## src/rtl/rt_addr_pkg.sv

```systemverilog
package rt_addr_pkg;
    localparam int ADDR_W   = 5;
    localparam int REG_W    = 16;
    localparam int PAR_BIT  = ADDR_W;
    localparam int PERR_BIT = ADDR_W + 1;
    localparam int LOCK_BIT = ADDR_W + 2;
    localparam int SEL_BIT  = ADDR_W + 3;
    localparam int FLAG_LO  = ADDR_W + 4;
    localparam int FLAG_W   = REG_W - FLAG_LO;
    // flag offsets inside the flag field
    localparam int F_BUSYINH = 0;
    localparam int F_SRQ     = 1;
    localparam int F_TF      = 2;
    localparam int F_DBCA    = 3;
    localparam int F_SSF     = 4;
    localparam int F_BUSY    = 5;
    localparam int F_INSTR   = 6;

    typedef enum logic [1:0] {
        ST_LOAD  = 2'd0,
        ST_CHECK = 2'd1,
        ST_IDLE  = 2'd2
    } seq_state_t;
endpackage

```

## src/rtl/rt_addr_fsm.sv

```systemverilog
module rt_addr_fsm
    import rt_addr_pkg::*;
(
    input  logic       clk,
    input  logic       rst_n,
    input  logic       addr_wr_req,
    output logic       latch_pins,
    output logic       check_en,
    output logic       addr_wr_ok
);
    seq_state_t state_q, state_d;

    always_ff @(posedge clk or negedge rst_n) begin
        if (!rst_n) state_q <= ST_LOAD;
        else        state_q <= state_d;
    end

    always_comb begin
        state_d    = state_q;
        latch_pins = 1'b0;
        check_en   = 1'b0;
        addr_wr_ok = 1'b0;
        unique case (state_q)
            ST_LOAD: begin
                latch_pins = 1'b1;
                state_d    = ST_CHECK;
            end
            ST_CHECK: begin
                check_en   = 1'b1;
                addr_wr_ok = addr_wr_req;
                state_d    = addr_wr_req ? ST_CHECK : ST_IDLE;
            end
            ST_IDLE: begin
                addr_wr_ok = addr_wr_req;
                state_d    = addr_wr_req ? ST_CHECK : ST_IDLE;
            end
            default: state_d = ST_LOAD;
        endcase
    end
endmodule

```

## src/rtl/rt_par_chk.sv

```systemverilog
module rt_par_chk
    import rt_addr_pkg::*;
(
    input  logic              clk,
    input  logic              rst_n,
    input  logic              check_en,
    input  logic [ADDR_W:0]   code_bits,
    output logic              par_err
);
    always_ff @(posedge clk or negedge rst_n) begin
        if (!rst_n)        par_err <= 1'b0;
        else if (check_en) par_err <= ~(^code_bits);
    end
endmodule

```

## src/rtl/rt_sw_map.sv

```systemverilog
module rt_sw_map
    import rt_addr_pkg::*;
(
    input  logic [FLAG_W-1:0] flags,
    input  logic              mode_rt,
    input  logic              bist_fail,
    input  logic              dbc_strobe,
    output logic              sw_instr,
    output logic              sw_srq,
    output logic              sw_busy,
    output logic              sw_ssf,
    output logic              sw_dbca,
    output logic              sw_tf,
    output logic              xfer_inhibit,
    output logic              msg_ssf_log
);
    always_comb begin
        sw_instr     = flags[F_INSTR];
        sw_srq       = flags[F_SRQ];
        sw_busy      = flags[F_BUSY] | flags[F_BUSYINH];
        xfer_inhibit = flags[F_BUSYINH];
        sw_ssf       = flags[F_SSF];
        msg_ssf_log  = flags[F_SSF] & mode_rt;
        sw_tf        = flags[F_TF] | bist_fail;
        sw_dbca      = flags[F_DBCA] & dbc_strobe;
    end
endmodule

```

## src/rtl/rt_addr_ctl.sv

```systemverilog
module rt_addr_ctl
    import rt_addr_pkg::*;
(
    input  logic              clk,
    input  logic              rst_n,
    input  logic [ADDR_W-1:0] addr_pins,
    input  logic              par_pin,
    input  logic              lock_pin,
    input  logic              modesel_pin,
    input  logic              wr_en,
    input  logic [REG_W-1:0]  wr_data,
    output logic [REG_W-1:0]  rd_data,
    input  logic              mode_wr_en,
    input  logic              mode_wr_val,
    input  logic              bist_fail,
    input  logic              dbc_strobe,
    output logic              mode_rt,
    output logic              sw_instr,
    output logic              sw_srq,
    output logic              sw_busy,
    output logic              sw_ssf,
    output logic              sw_dbca,
    output logic              sw_tf,
    output logic              xfer_inhibit,
    output logic              msg_ssf_log
);
    logic [ADDR_W-1:0] addr_q;
    logic              par_q;
    logic [FLAG_W-1:0] flags_q;
    logic              mode_q;
    logic              latch_pins, check_en, addr_wr_ok, par_err;

    rt_addr_fsm u_fsm (
        .clk        (clk),
        .rst_n      (rst_n),
        .addr_wr_req(wr_en & ~lock_pin),
        .latch_pins (latch_pins),
        .check_en   (check_en),
        .addr_wr_ok (addr_wr_ok)
    );

    always_ff @(posedge clk or negedge rst_n) begin
        if (!rst_n) begin
            addr_q  <= '0;
            par_q   <= 1'b0;
            flags_q <= '0;
            mode_q  <= 1'b0;
        end else if (latch_pins) begin
            addr_q  <= addr_pins;
            par_q   <= par_pin;
            mode_q  <= modesel_pin;
        end else begin
            if (wr_en)
                flags_q <= wr_data[REG_W-1:FLAG_LO];
            if (addr_wr_ok) begin
                addr_q <= wr_data[ADDR_W-1:0];
                par_q  <= wr_data[PAR_BIT];
            end
            if (mode_wr_en && !lock_pin)
                mode_q <= mode_wr_val;
        end
    end

    rt_par_chk u_par (
        .clk      (clk),
        .rst_n    (rst_n),
        .check_en (check_en),
        .code_bits({par_q, addr_q}),
        .par_err  (par_err)
    );

    rt_sw_map u_map (
        .flags       (flags_q),
        .mode_rt     (mode_q),
        .bist_fail   (bist_fail),
        .dbc_strobe  (dbc_strobe),
        .sw_instr    (sw_instr),
        .sw_srq      (sw_srq),
        .sw_busy     (sw_busy),
        .sw_ssf      (sw_ssf),
        .sw_dbca     (sw_dbca),
        .sw_tf       (sw_tf),
        .xfer_inhibit(xfer_inhibit),
        .msg_ssf_log (msg_ssf_log)
    );

    assign mode_rt = mode_q;
    assign rd_data = {flags_q, modesel_pin, lock_pin, par_err, par_q, addr_q};
endmodule

```

## config.mk

```make
export PLATFORM = sky130hd
export DESIGN_NAME = rt_addr_ctl
export DESIGN_NICKNAME = d
export VERILOG_FILES = /design/src/rtl/rt_addr_pkg.sv /design/src/rtl/rt_addr_fsm.sv /design/src/rtl/rt_par_chk.sv /design/src/rtl/rt_sw_map.sv /design/src/rtl/rt_addr_ctl.sv
export SDC_FILE = /design/constraint.sdc
export NUM_CORES = 1
export LEC_CHECK = 0
export BUFFER_PORTS_ARGS = -buffer_cell sky130_fd_sc_hd__buf_2
export CAP_MARGIN = 10
export CORE_MARGIN = 1.5
export CORE_UTILIZATION = 37
export CTS_CLUSTER_DIAMETER = 120
export DETAILED_ROUTE_END_ITERATION = 8
export GPL_TIMING_DRIVEN = 1
export PLACE_DENSITY = 0.74
export SETUP_SLACK_MARGIN = 0.05
export SYNTH_ARGS = -nofsm -noshare
export SYNTH_HDL_FRONTEND = slang
export SYNTH_SLANG_ARGS = --single-unit
```

## constraint.sdc

```tcl
create_clock -name clk -period 1.6 [get_ports clk]
set_clock_uncertainty 0.1 [all_clocks]
set_input_delay 0.16 -clock clk [delete_from_list [all_inputs] [get_ports clk]]
set_output_delay 0.16 -clock clk [all_outputs]
set_load 0.005 [all_outputs]
```

==> results_dict.tcl <==
set metrics [dict create \
    cts_sinks 17 \
    synth_top_family_by_area "multiplexers" \
    cts_buffers 3 \
    whs_ns 0.0118 \
    numPortBuffers 52 \
    powerDensity_nw_per_um2 2030 \
    die_y_um 52.4 \
    synthXorXnorAreaFrac_pct 5.41 \
    cts_buffer_depth 2 \
    tightest_slew_ns 0.381 \
    routed_via_density 4.53 \
    grt_max_degree 18 \
    gr-total-overflow 0 \
    path_class "reg -> reg" \
    path_cells "inv_2 -> ha_4 -> buf_12 -> mux2_4 -> mux2_4" \
    reg2reg_from "u_fsm.state_q[0]" \
    reg2reg_slack_ns 0.05 \
    utilization_pct 61.2 \
    row_count 17 \
    wl_um 1910 \
    maxCapViolations 0 \
    track_usage_pct 14.7 \
    crit_buf_inv 2 \
    wl_met1_um 796 \
    ys_seq_elements 17 \
    place_area_um2 1190 \
    syn-cell-area_um2 902 \
    drt-initial-drc-count 13 \
    cts_root_buffer "clkbuf_4" \
    clk_latency_ns 0.28 \
    syn_nets 103 \
    cp_slowest_stage_delay_ns 0.40 \
    coreArea_um2 2250 \
    p_leak_uw 0.000721 \
    arrival_ns 1.62 \
    initial_utilization_pct 40.0 \
    antenna_found_initial 0 \
    rr_endpoint "par_q" \
    yosys.cell_types.count 19 \
    dp_hpwl_um 1390 \
    drive_above_1_share_pct 70.0 \
    power_uw 2800 \
    chipWidth_um 52.4 \
    final_cell_mix "buf_2, dfrtp_1, mux2_4" \
    ios 56 \
    syn2layout_area_growth_pct 52.8 \
    finalSetupViolCount 0 \
    fmax_mhz 645 \
    grt_pass1_wl_um 2990 \
    timing.final.crit_share_pct 96.9 \
    rsz0062_at_grt "yes" \
    holdCritPathClass "in -> reg" \
    critPathCaptureType "register" \
    place.gp.congestion 0.690 \
    wl_met3_um 167 \
    fin_crit_ns 1.55 \
    worstHoldStart "wr_data[15]" \
    synth_fa_ha_area_share_pct 4.16 \
    wl_per_cell_um 12.1 \
    ir_drop_mv 1.18 \
    first_pass_iters 4 \
    wl_met2_um 944 \
    cts-htree-levels 1 \
    finalNetCount 165 \
    hold-path-endpoint "flags_q[6]" \
    design_area_um2 1380 \
    cp.required_ns 1.67 \
    startpoint_type "register" \
    ys_warn_count 0 \
    reg2reg_depth 5 \
    cts_tree "yes" \
    outcome "complete, no violations" \
    path_delay_family "multiplexers" \
    antennaDiodeCount 0 \
    slew_headroom_pct 74.6 \
    grt_pass1_vias 727 \
    synth-compound-area-share_pct 2.77 \
    whs_path_depth 2 \
    die-area_um2 2740 \
    crit_path_max_fanout 6 \
    syn_area_per_cell_um2 13.1 \
    highest_layer "met3" \
    vias 716 \
    drv_slew 0 \
    final_common_cell "buf_2" \
    ant_nets 0 \
    hold_viol 0 \
    seq_area_frac_synth_pct 47.2 \
    synthSimpleGateAreaFrac_pct 4.99 \
    slowest_stage "dfrtp_1" \
    synth_cells 69 \
    path_common_cell "mux2_4" \
    muxShareOfSynthArea_pct 26.5 \
    cts.clk_slew.worst_paths_ns 0.09 \
    drc 0 \
]
[synth_stat cells]
| library cell | instances | area [µm²] |
|---|---|---|
| xor2_1 | 1 | 8.76 |
| and2_1 | 2 | 12.5 |
| or2_2 | 2 | 12.5 |
| dfrtp_1 | 17 | 425 |
| ha_1 | 3 | 37.5 |
| buf_4 | 8 | 60.1 |
| inv_1 | 3 | 11.3 |
| xnor2_1 | 2 | 17.5 |
| mux2_4 | 1 | 15.0 |
| a21boi_0 | 1 | 7.51 |
| nor2_1 | 1 | 3.75 |
| mux2i_1 | 1 | 10.0 |
| a31oi_2 | 1 | 12.5 |
| nor2b_1 | 2 | 12.5 |
| xnor3_1 | 1 | 22.5 |
| buf_2 | 2 | 10.0 |
| mux2_2 | 19 | 214 |
| nand2_1 | 1 | 3.75 |
| o21ai_0 | 1 | 5.00 |
[layout make-up]
class / instances / area [µm²]
Fill cell: 200 / 876
Multi-Input combinational cell: 39 / 464
Sequential cell: 17 / 425
Timing Repair Buffer: 67 / 417
Tap cell: 28 / 35.0
Clock buffer: 4 / 26.3
Inverter: 3 / 11.3
[logic make-up (layout without fill, tap and decap cells)]
kind of cell	count (synthesis)	after routing
AOI/OAI and AO/OA	3	3
xor gates and xnor gates	4	4
adders and majority gates	3	3
buffers and inverters	13	74
DFF	17	17
muxes	21	21
and+or+nand+nor	8	8
[registers in the layout, indices dropped and copies added, names as in the netlist]
register and cells:
flags_q 7, mode_rt 1, u_fsm.state_q 2, par_q 1, addr_q 5, u_par.par_err 1
[stage by stage]
step / setup WS (ns) / TNS, ns / cells
2_1_floorplan: 0.0626 / 0 / 69
3_3_place_gp: -0.127 / -1.13 / 144
3_5_place_dp: -0.160 / -1.53 / 144
4_1_cts: 0.0404 / 0 / 156
5_1_grt: 0.0161 / 0 / 158
6_report: 0.0502 / 0 / 158
[layer usage]
metal | track usage (%) | vias to the layer above
li1 | - | 345
met2 | 27.3 | 44
met4 | 5.13 | 0
met1 | 16.2 | 327
met5 | 0 | -
met3 | 3.43 | 0
[power by group]
part / internal, µW / switching [µW]
Sequential: 657 / 164
Combinational: 1180 / 577
Clock: 96.6 / 123
[how the worst max path moves through the flow]
stage,from,depth (start not counted),slack (ns),end
6_report,u_fsm.state_q[0],5,0.05,par_q
5_1_grt,u_fsm.state_q[0],6,0.02,par_q
4_1_cts,u_fsm.state_q[1],5,0.04,addr_q[2]
3_5_place_dp,u_fsm.state_q[0],4,-0.16,flags_q[0]
3_3_place_gp,u_fsm.state_q[1],4,-0.13,flags_q[3]
2_1_floorplan,u_fsm.state_q[0],5,0.06,addr_q[0]
[repair_timing]
item	4_1_cts	5_1_grt
buffers inserted	3	1
hold buffers	5	1
resized for setup	9	9
pin swaps	1	1
endpoints found under the setup margin	13	13
hold endpoints to repair	21	1
Note: power is estimated with default switching activity, not from simulation.
